$ cat config.mk
export PLATFORM = sky130hd
export DESIGN_NAME = pwrup_rst_seq
export DESIGN_NICKNAME = d
export VERILOG_FILES = /design/src/rtl/pwrup_rst_pkg.sv /design/src/rtl/pwrup_stage_cnt.sv /design/src/rtl/pwrup_seq_fsm.sv /design/src/rtl/pwrup_cause_reg.sv /design/src/rtl/pwrup_rst_seq.sv
export SDC_FILE = /design/constraint.sdc
export NUM_CORES = 1
export LEC_CHECK = 0
export ABC_CLOCK_PERIOD_IN_PS = 1740
export BUFFER_PORTS_ARGS = -buffer_cell sky130_fd_sc_hd__buf_2
export CELL_PAD_IN_SITES_DETAIL_PLACEMENT = 0
export CELL_PAD_IN_SITES_GLOBAL_PLACEMENT = 1
export CORE_ASPECT_RATIO = 1.25
export CORE_MARGIN = 3
export CORE_UTILIZATION = 38
export DETAILED_ROUTE_END_ITERATION = 16
export GPL_TIMING_DRIVEN = 0
export PLACE_DENSITY = 0.83
export REMOVE_ABC_BUFFERS = 1
export SETUP_SLACK_MARGIN = 0.2
export SYNTH_ARGS = -nofsm -noshare
export SYNTH_HDL_FRONTEND = slang
export SYNTH_SLANG_ARGS = --single-unit
$ cat constraint.sdc
create_clock -name clk -period 1.74 [get_ports clk]
set_input_delay 0.348 -clock clk [delete_from_list [all_inputs] [get_ports clk]]
set_output_delay 0.348 -clock clk [all_outputs]
set_load 0.05 [all_outputs]
$ cat src/rtl/pwrup_rst_pkg.sv
package pwrup_rst_pkg;

  typedef enum logic [1:0] {
    ST_POR  = 2'd0,
    ST_PWRT = 2'd1,
    ST_OST  = 2'd2,
    ST_RUN  = 2'd3
  } seq_state_e;

  localparam int OSC_MODE_W = 3;

  // Crystal and resonator modes occupy the three lowest codes.
  localparam logic [OSC_MODE_W-1:0] LAST_CRYSTAL_MODE = 3'd2;

  function automatic logic osc_needs_startup(input logic [OSC_MODE_W-1:0] mode);
    return (mode <= LAST_CRYSTAL_MODE);
  endfunction

endpackage

$ cat src/rtl/pwrup_stage_cnt.sv
module pwrup_stage_cnt #(
  parameter int LEN = 1024
) (
  input  logic clk,
  input  logic rst,
  input  logic en,
  input  logic inc,
  output logic done
);
  localparam int CW = (LEN > 1) ? $clog2(LEN) : 1;
  localparam logic [CW-1:0] LAST = CW'(LEN - 1);

  logic [CW-1:0] cnt;

  always_ff @(posedge clk) begin
    if (rst || !en) begin
      cnt <= '0;
    end else if (inc) begin
      cnt <= cnt + 1'b1;
    end
  end

  assign done = en && inc && (cnt == LAST);

endmodule

$ cat src/rtl/pwrup_seq_fsm.sv
module pwrup_seq_fsm
  import pwrup_rst_pkg::*;
#(
  parameter int MODE_W = OSC_MODE_W
) (
  input  logic              clk,
  input  logic              rst,
  input  logic              restart,
  input  logic              mclr_n_i,
  input  logic              wdt_rst_i,
  input  logic [MODE_W-1:0] osc_mode_i,
  input  logic              pwrt_dis_i,
  input  logic              pwrt_done,
  input  logic              ost_done,
  output seq_state_e        state,
  output logic              core_rst_o
);
  seq_state_e nxt;
  logic       crystal;

  assign crystal = osc_needs_startup(osc_mode_i);

  always_comb begin
    nxt = state;
    if (restart) begin
      nxt = ST_POR;
    end else begin
      unique case (state)
        ST_POR: begin
          if (!pwrt_dis_i)  nxt = ST_PWRT;
          else if (crystal) nxt = ST_OST;
          else              nxt = ST_RUN;
        end
        ST_PWRT: begin
          if (pwrt_done) nxt = crystal ? ST_OST : ST_RUN;
        end
        ST_OST: begin
          if (ost_done) nxt = ST_RUN;
        end
        default: nxt = ST_RUN;
      endcase
    end
  end

  always_ff @(posedge clk) begin
    if (rst) begin
      state      <= ST_POR;
      core_rst_o <= 1'b1;
    end else begin
      state      <= nxt;
      core_rst_o <= !((nxt == ST_RUN) && mclr_n_i && !wdt_rst_i);
    end
  end

endmodule

$ cat src/rtl/pwrup_cause_reg.sv
module pwrup_cause_reg (
  input  logic       clk,
  input  logic       rst,
  input  logic       por_evt,
  input  logic       bor_evt,
  input  logic       sw_wr_i,
  input  logic [1:0] sw_wdata_i,
  output logic [1:0] cause_o
);
  logic pon_flag;
  logic bo_flag;

  always_ff @(posedge clk) begin
    if (rst) begin
      pon_flag <= 1'b0;
      bo_flag  <= 1'b0;
    end else begin
      if (por_evt)      pon_flag <= 1'b0;
      else if (sw_wr_i) pon_flag <= sw_wdata_i[1];
      if (bor_evt)      bo_flag  <= 1'b0;
      else if (sw_wr_i) bo_flag  <= sw_wdata_i[0];
    end
  end

  assign cause_o = {pon_flag, bo_flag};

endmodule

$ cat src/rtl/pwrup_rst_seq.sv
module pwrup_rst_seq
  import pwrup_rst_pkg::*;
#(
  parameter int PWRT_TICKS = 72,
  parameter int OST_CYCLES = 1024
) (
  input  logic                  clk,
  input  logic                  rst,
  input  logic                  por_i,
  input  logic                  bor_i,
  input  logic [1:0]            bor_en_i,
  input  logic                  mclr_n_i,
  input  logic                  wdt_rst_i,
  input  logic [OSC_MODE_W-1:0] osc_mode_i,
  input  logic                  pwrt_dis_i,
  input  logic                  slow_tick_i,
  input  logic                  sw_wr_i,
  input  logic [1:0]            sw_wdata_i,
  output logic [1:0]            state_o,
  output logic                  core_rst_o,
  output logic [1:0]            cause_o
);
  seq_state_e state;
  logic       bor_evt;
  logic       restart;
  logic       pwrt_done;
  logic       ost_done;

  assign bor_evt = bor_i && (bor_en_i != 2'b00);
  assign restart = por_i || bor_evt;

  pwrup_stage_cnt #(.LEN(PWRT_TICKS)) u_pwrt_cnt (
    .clk  (clk),
    .rst  (rst),
    .en   (state == ST_PWRT),
    .inc  (slow_tick_i),
    .done (pwrt_done)
  );

  pwrup_stage_cnt #(.LEN(OST_CYCLES)) u_ost_cnt (
    .clk  (clk),
    .rst  (rst),
    .en   (state == ST_OST),
    .inc  (1'b1),
    .done (ost_done)
  );

  pwrup_seq_fsm #(.MODE_W(OSC_MODE_W)) u_fsm (
    .clk        (clk),
    .rst        (rst),
    .restart    (restart),
    .mclr_n_i   (mclr_n_i),
    .wdt_rst_i  (wdt_rst_i),
    .osc_mode_i (osc_mode_i),
    .pwrt_dis_i (pwrt_dis_i),
    .pwrt_done  (pwrt_done),
    .ost_done   (ost_done),
    .state      (state),
    .core_rst_o (core_rst_o)
  );

  pwrup_cause_reg u_cause (
    .clk        (clk),
    .rst        (rst),
    .por_evt    (por_i),
    .bor_evt    (bor_evt),
    .sw_wr_i    (sw_wr_i),
    .sw_wdata_i (sw_wdata_i),
    .cause_o    (cause_o)
  );

  assign state_o = state;

endmodule

; Yosys cells after proc, flatten, opt, wreduce, memory -nomap -nowiden
; Index checks and enable logic that the tools add are counted.
[word_totals]
ff_bits = 22
word_cells = 37
[classes]
n_reduce_logical = 17
n_eq_ne = 5
mux = 6
add_sub_neg = 2
n_lt_le_gt_ge = 1
[op_table]
columns = operator, n
row1 = $add A10 B1 Y10 const B, 1
row2 = $eq A10 B10 Y1 const B, 1
row3 = $mux W2, 4
row4 = $add A7 B1 Y7 const B, 1
row5 = $eq A7 B7 Y1 const B, 1
row6 = $logic_and A1 B1 Y1, 6
row7 = $pmux W2 S3, 1
row8 = $eq A2 B2 Y1 const B, 2
row9 = $logic_not A1 Y1, 4
row10 = $reduce_or A2 Y1, 2
row11 = $le A3 B2 Y1 const B, 1
row12 = $logic_or A1 B1 Y1, 3
row13 = $eq A2 B1 Y1 const B, 1
row14 = $logic_not A2 Y1, 1
row15 = $reduce_bool A2 Y1, 1
row16 = $mux W1, 1

; Longest topological paths before layout
; Gate-level depths: netlist of the first run.
[logic_depth]
word_depth = 10
ltp_mapped = 5
mapped_depth_nobuf = 5

; Hierarchy
; A second synthesis of the first run with hierarchy kept.
[hier_totals]
cells_unflattened = 115
hier_area_um2 = 1038.5
[modules_own_cells]
columns = module, seq_area_each_um2, n_inst, area_each_um2, cells_per_inst
row1 = pwrup_stage_cnt at u_ost_cnt, 200.2, 1, 476.7, 53
row2 = pwrup_stage_cnt at u_pwrt_cnt, 140.1, 1, 317.8, 35
row3 = pwrup_seq_fsm, 60.1, 1, 128.9, 14
row4 = pwrup_cause_reg, 40.0, 1, 85.1, 8
row5 = pwrup_rst_seq, 0.0, 1, 30.0, 5

; Least setup slack after synthesis of the first run
; Ideal clock, no wire load.
[synth_timing]
path_type = reg2reg
from = reg u_fsm.state[0]
to = reg u_pwrt_cnt.cnt[5]
t_arrival_ns = 1.412
setup_slack_ns = 0.258
path_stages_with_launch = 4
cell_sequence = dfxtp_1 or3b_2 clkbuf_1 a21oi_1
[synth_via]
elab_chain_len = 3
[synth_lines]
columns = element, line_no
row1 = start: declaration, pwrup_seq_fsm.sv:15  ; output seq_state_e state,
row2 = start signal: assignment, pwrup_seq_fsm.sv:50  ; state <= nxt;
row3 = $eq A2 B1 Y1, pwrup_rst_seq.sv:35  ; .en (state == ST_PWRT),
row4 = $logic_not A1 Y1, pwrup_stage_cnt.sv:16  ; if (rst || !en) begin
row5 = $logic_or A1 B1 Y1, pwrup_stage_cnt.sv:16
row6 = end signal: assignment, pwrup_stage_cnt.sv:19  ; cnt <= cnt + 1'b1;
row7 = end: declaration, pwrup_stage_cnt.sv:13  ; logic [CW-1:0] cnt;
; Every way passes these cells.
; A chain may end at the register's enable or synchronous reset.

; Worst setup path after layout of the first run
[layout_timing]
from = reg u_ost_cnt.cnt[0]
to = reg u_fsm.core_rst_o
[layout_via]
elab_chain_len = 9
[layout_lines]
columns = element, line_no
row1 = start: declaration, pwrup_stage_cnt.sv:13
row2 = start signal: assignment, pwrup_stage_cnt.sv:19
row3 = $eq A10 B10 Y1, pwrup_stage_cnt.sv:23  ; assign done = en && inc && (cnt == LAST);
row4 = $logic_and A1 B1 Y1, pwrup_stage_cnt.sv:23
row5 = $mux W2, pwrup_seq_fsm.sv:38  ; if (ost_done) nxt = ST_RUN;
row6 = $pmux W2 S3, pwrup_seq_fsm.sv:28  ; unique case (state)
row7 = $mux W2, pwrup_seq_fsm.sv:25  ; if (restart) begin
row8 = $eq A2 B2 Y1, pwrup_seq_fsm.sv:51  ; core_rst_o <= !((nxt == ST_RUN) && mclr_n_i && !wdt_rst_i);
row9 = $logic_and A1 B1 Y1 (2 in series), pwrup_seq_fsm.sv:51
row10 = $logic_not A1 Y1, pwrup_seq_fsm.sv:51
row11 = end signal: assignment, pwrup_seq_fsm.sv:51
row12 = end: declaration, pwrup_seq_fsm.sv:16  ; output logic core_rst_o
; Every way passes these cells.

==> impl_results.md, run 1 <==
* Crit path max-delay cell type: dfxtp_1
* Critical Path Max Stage Delay at 0.39 ns
* # diodes at 0
* Antenna Violating Nets Remaining at 0
* Yosys top cell area share at 0.466
* Post-synthesis cell count at 103
* F_max at 731 MHz
* RR Endpoint: u_fsm.core_rst_o$_SDFF_PP1_
* Final core utilization at 0.489
* Static leakage at 0.426 nW
* Latest clock arrival within the worst-skew pair at 0.30 ns
* Simple-Gate Fraction of Synth Area at 0.253
* Synth unique cells at 30
* CTS Buffer Depth at 2
* DRC Markers at 0
* Die X-Extent at 50.6 microns
* Post-CTS Setup Inserts at 0
* Syn-to-layout area delta at 18.1%
* Critical Path Fanout Max at 4
* Worst clock skew at 0.00616 ns
* Crit Path Class: register to register
* Clk slew on worst S/H paths at 0.12 ns
* Hold Crit Depth at 2
* Drt first pass iters at 4
* Post-synthesis cell area at 945 sq um
* Final HPWL DP at 1.25 mm
* Sequential Area at 440 sq um
* Commonest non-fill, non-tap cell in the layout: dfxtp_1
* Status: finished clean
* Initial core utilization at 0.414
* Period utilisation layout at 0.786
* Top sig layer: met4
* Worst Hold End: u_cause.pon_flag$_SDFFE_PP0P_
* Slew headroom at 0.729
* # setup viols final at 0
* CTS root buffer: clkbuf_4
* PwrDens at 859 nW/um^2
* CP bufs+invs at 0
* Fin. Hold Viols at 0
* Worst Path Arrival at 1.56 ns
* Die Ht at 61.7 microns
* Layout cells sized above 1 at 0.244
* CP Data Required Time at 1.93 ns
* R2R depth at 5
* Initial antenna violation count at 0
* Die area at 3120 sq um
* IO Pins at 21
* Routed wl met3 at 71 microns
* Setup WS post-layout at 0.373 ns
* Routed length on met2 at 801 microns
* Compound-Gate Fraction of Synth Area at 0.0742
* Multi-input logic area at 473 sq um
* Top cells by area, synth: dfxtp_1, xor2_1, nor2_1
* Setup TNS at 0 ns
* Clk sinks at 22
* Site Rows at 19
* Synth Area in XOR/XNOR at 0.111
* Pin count of the biggest net entering global routing at 14
* DRT Wirelength at 1.63 mm
* RSZ-0062 raised after global routing: no
* Largest family of logic cells by synthesized area: simple AND/OR/NAND/NOR gates
* RR Startpoint: u_ost_cnt.cnt[0]$_SDFF_PP0_
* CP top delay family: simple AND/OR/NAND/NOR gates
* Fin Hold WS at 0.215 ns
* Filler cells at 232
* Pre-CTS WS at 0.372 ns
* Fin nets at 142
* CTS Buf Count at 3
* Crit. End Element: register
* Final Max Slew Viols at 0
* CTS tree: built
* Commonest cells after routing, fill and taps aside: dfxtp_1, buf_2, nor2_1
* Global-route wire length before repair at 2.64 mm
* Via count at 717
* # port buffers at 20
* Vias/cell at 4.66
* Gpl congestion at 0.749
* Wirelength per Cell at 10.6 microns
* Flop-to-flop setup slack at 0.37 ns
* Post-synth top area cell: dfxtp_1
* Max-Cap Viols at 0
* Sequential fraction of the synthesis area at 0.466
* Measured slew at the worst slew-check pin at 0.406 ns
* Mean Syn Cell Area at 9.17 sq um
* H-tree depth at 1
* Post-synthesis mux area share at 0.0331
* Maximum vdd drop at 0.000491 V
* Pwr Total at 0.958 mW
* Tot GR Track Use at 0.112
* Core region area at 2280 sq um
* Synthesis-stage register bit count at 22
* CP Launch Type: register
* Met1 WL at 742 microns
* Number of global-route vias before repair at 657
* DRT iter0 DRCs at 7
* GRT overflow at 0
* Tmin final at 1.37 ns
* Worst hold path startpoint: por_i
* Hold crit path type: input port to register
* Critical path cell sequence: ha_1, nand3_1, nor2_2, and4_1, o2111ai_1
* Synth warnings at 0
* Synth Area in Adders at 0.0265
## layout make-up
cell class | count | share of cell area
multi-input cells | 74 | 0.424
inverters | 3 | 0.0101
clock inverters | 1 | 0.0269
repair buffers | 20 | 0.0897
clock buffers | 3 | 0.0202
well taps | 31 | 0.0348
flip-flops and latches | 22 | 0.395
## metal layers
metal,global-route usage,up-vias
li1,-,386
met1,0.132,317
met2,0.187,12
met3,0.0215,2
met4,0.0808,0
met5,0,-
## metrics by stage
step,instance area [sq um],cells
after global routing,1120,154
after global placement,1060,150
final,1120,154
after CTS,1110,154
after detailed placement,1060,150
after floorplan,922,99
## cells in the mapped netlist
library cell and count:
o21a_1 1, nor2_1 18, xnor2_1 3, nor4b_2 1
mux2i_1 2, or3_1 2, nand4_1 4, nor3_1 1
inv_1 3, dfxtp_1 22, nand3_1 2, xor2_1 9
buf_4 2, nor2b_1 2, nor2_2 1, nand2b_1 1
and3_1 1, o21ai_0 3, o21ba_2 1, a21oi_1 4
clkbuf_1 2, mux2_2 1, or3b_2 1, nand2_1 8
or3b_1 1, a311oi_1 1, o2111ai_1 1, and4_1 2
ha_1 2, nand3b_1 1
## kinds of logic (layout without fill, tap and decap cells)
kind of cell	after synthesis	count (layout)
AND/OR/NAND/NOR	46	46
flip-flops	22	22
XOR/XNOR	12	12
AO/OA/AOI/OAI	11	11
buffers and inverters	7	27
multiplexers	3	3
adder cells (fa/ha/maj)	2	2
## worst max-delay path by stage
stage	from	endpoint	slack (ns)	cells after the start
3_3_place_gp	u_ost_cnt.cnt[0]$_SDFF_PP0_	u_fsm.core_rst_o$_SDFF_PP1_	0.38	5
5_1_grt	u_ost_cnt.cnt[0]$_SDFF_PP0_	u_fsm.core_rst_o$_SDFF_PP1_	0.22	5
2_1_floorplan	u_fsm.state[0]$_SDFF_PP0_	u_pwrt_cnt.cnt[5]$_SDFFE_PP0P_	0.33	2
3_5_place_dp	u_ost_cnt.cnt[0]$_SDFF_PP0_	u_fsm.core_rst_o$_SDFF_PP1_	0.37	5
6_report	u_ost_cnt.cnt[0]$_SDFF_PP0_	u_fsm.core_rst_o$_SDFF_PP1_	0.37	5
4_1_cts	u_ost_cnt.cnt[0]$_SDFF_PP0_	u_fsm.core_rst_o$_SDFF_PP1_	0.33	5
## flip-flops by register name (all words and copies together), names as in the netlist
signal and flops:
u_cause.pon_flag 1, u_fsm.state 2, u_cause.bo_flag 1, u_fsm.core_rst_o 1, u_ost_cnt.cnt 10, u_pwrt_cnt.cnt 7
## power by group
part | internal (mW) | switching, mW | leakage, nW
registers | 0.509 | 0.00413 | 0.178
clock network | 0.233 | 0.149 | 0.0279
logic | 0.0280 | 0.0359 | 0.220
total | 0.769 | 0.189 | 0.426
## what timing repair did
action,in CTS,in global routing
resized for setup,0,1
hold buffers,0,0
endpoints found under the setup margin,0,1
(Power assumes the default switching activity.)
==> inputs of run 2 (changes only) <==
--- a/config.mk
+++ b/config.mk
@@ -5,7 +5,7 @@
 export SDC_FILE = /design/constraint.sdc
 export NUM_CORES = 1
 export LEC_CHECK = 0
-export ABC_CLOCK_PERIOD_IN_PS = 1740
+export ABC_CLOCK_PERIOD_IN_PS = 1300
 export BUFFER_PORTS_ARGS = -buffer_cell sky130_fd_sc_hd__buf_2
 export CELL_PAD_IN_SITES_DETAIL_PLACEMENT = 0
 export CELL_PAD_IN_SITES_GLOBAL_PLACEMENT = 1
==> constraint.sdc (replaced) <==
create_clock -name clk -period 1.3 [get_ports clk]
set_input_delay 0.26 -clock clk [delete_from_list [all_inputs] [get_ports clk]]
set_output_delay 0.26 -clock clk [all_outputs]
set_load 0.05 [all_outputs]
==> run 2 against run 1 <==
Final cell count increased by 8.4%. Worst hold slack got worse by 0.10 ns. Die area unchanged. First-iteration DRC count increased by 43%. Non-clock buffer count increased by 13. Via count increased by 14%. Clock skew decreased by 0.0046 ns. Fmax increased by 5.7%. Count of clock-buffer cells in the layout unchanged. Cell area increased by 23%. Critical path depth decreased by 1. Critical path type unchanged. Critical endpoint is now u_ost_cnt.cnt[9]$_SDFF_PP0_.
==> impl_results.md, run 2 (synthesis results as in run 1) <==
* Status: finished clean
* Site Rows at 19
* CTS Buf Count at 3
* Commonest non-fill, non-tap cell in the layout: nor2_1
* Gpl congestion at 0.749
* Number of global-route vias before repair at 780
* Tot GR Track Use at 0.141
* Latest clock arrival within the worst-skew pair at 0.30 ns
* PwrDens at 949 nW/um^2
* Number of hold buffers added after CTS at 0
* CP bufs+invs at 0
* Global-route wire length before repair at 3.27 mm
* Die X-Extent at 50.6 microns
* Commonest cells after routing, fill and taps aside: nor2_1, buf_2, dfxtp_2
* Die area at 3120 sq um
* Pin count of the biggest net entering global routing at 14
* Via count at 818
* Drt first pass iters at 4
* Period utilisation layout at 0.995
* # setup viols final at 0
* Vias/cell at 4.90
* Initial core utilization at 0.414
* DRC Markers at 0
* Crit Path Class: register to register
* Final HPWL DP at 1.25 mm
* Measured slew at the worst slew-check pin at 0.255 ns
* Critical path cell sequence: and4_4, or3b_1, xor2_1, nor2_2
* CP Launch Type: register
* Syn-to-layout area delta at 45.7%
* Static leakage at 0.515 nW
* Critical Path Fanout Max at 3
* F_max at 773 MHz
* Worst clock skew at 0.00161 ns
* Maximum vdd drop at 0.000710 V
* Max-Cap Viols at 0
* Crit path max-delay cell type: dfxtp_2
* CTS root buffer: clkbuf_4
* CP top delay family: simple AND/OR/NAND/NOR gates
* Largest registers: u_ost_cnt.cnt: 10 flops, u_pwrt_cnt.cnt: 7 flops, u_fsm.state: 2 flops
* Antenna Violating Nets Remaining at 0
* Fin Hold WS at 0.114 ns
* Fin. Hold Viols at 0
* Final Max Slew Viols at 0
* Worst Path Arrival at 1.50 ns
* Pwr Total at 1.31 mW
* DRT Wirelength at 2.19 mm
* Filler cells at 215
* Clk sinks at 22
* Layout cells sized above 1 at 0.500
* GRT overflow at 0
* Sequential Area at 475 sq um
* Initial antenna violation count at 0
* Clk slew on worst S/H paths at 0.12 ns
* CTS Buffer Depth at 2
* Tmin final at 1.29 ns
* Max reg flops at 10
* # diodes at 0
* # port buffers at 20
* RSZ-0062 raised after global routing: yes
* Multi-input logic area at 543 sq um
* H-tree depth at 1
* DRT iter0 DRCs at 10
* IO Pins at 21
* Die Ht at 61.7 microns
* Wirelength per Cell at 13.1 microns
* CTS tree: built
* Critical Path Max Stage Delay at 0.39 ns
* Fin nets at 155
* Hold crit path type: input port to register
* Crit. End Element: register
* CP Data Required Time at 1.51 ns
* Top reg by flops: u_ost_cnt.cnt
* Core region area at 2280 sq um
* Slew headroom at 0.829
run 2: power breakdown:
group	internal (mW)	switching [mW]
combinational	0.0559	0.0534
clock	0.312	0.206
sequential	0.672	0.00843
total	1.04	0.267
run 2: timing repair:
item	CTS	global route
endpoints found under the hold margin	0	0
pin swaps	15	6
endpoints found under the setup margin	25	24
buffers inserted	10	3
resized for setup	41	13
run 2: layout make-up:
cell class / count / area share
well taps: 31 / 0.0282
clock buffers: 3 / 0.0164
clock inverters: 1 / 0.0218
inverters: 3 / 0.00818
multi-input cells: 74 / 0.395
repair buffers: 33 / 0.185
flip-flops and latches: 22 / 0.345
run 2: through the flow:
stage	cell area [sq um]	setup TNS [ns]	setup slack, ns	cells	utilization
3_3_place_gp	1060	-0.0947	-0.0605	150	0.465
5_1_grt	1380	-0.0833	-0.0524	167	0.603
3_5_place_dp	1060	-0.155	-0.0679	150	0.465
2_1_floorplan	922	-0.744	-0.111	99	-
6_report	1380	0	0.00663	167	0.603
4_1_cts	1310	0	0.0380	164	0.572
run 2: path summary, 6_finish.rpt:
check,end,slack (ns),from,depth (start not counted)
worst max-delay path,u_ost_cnt.cnt[9]$_SDFF_PP0_,0.007,u_ost_cnt.cnt[3]$_SDFF_PP0_,4
worst min-delay path,u_cause.pon_flag$_SDFFE_PP0P_,0.11,por_i,2
worst max register to register,u_ost_cnt.cnt[9]$_SDFF_PP0_,0.007,u_ost_cnt.cnt[3]$_SDFF_PP0_,4
worst min register to register,u_ost_cnt.cnt[6]$_SDFF_PP0_,0.53,u_ost_cnt.cnt[6]$_SDFF_PP0_,2
run 2: layer usage:
| layer | global-route usage | vias up | part of all wire |
|---|---|---|---|
| met1 | 0.153 | 384 | 0.37 |
| met3 | 0.0215 | 2 | 0.027 |
| li1 | - | 418 | - |
| met2 | 0.265 | 14 | 0.59 |
| met4 | 0.0808 | 0 | 0.0073 |
| met5 | 0 | - | 0 |
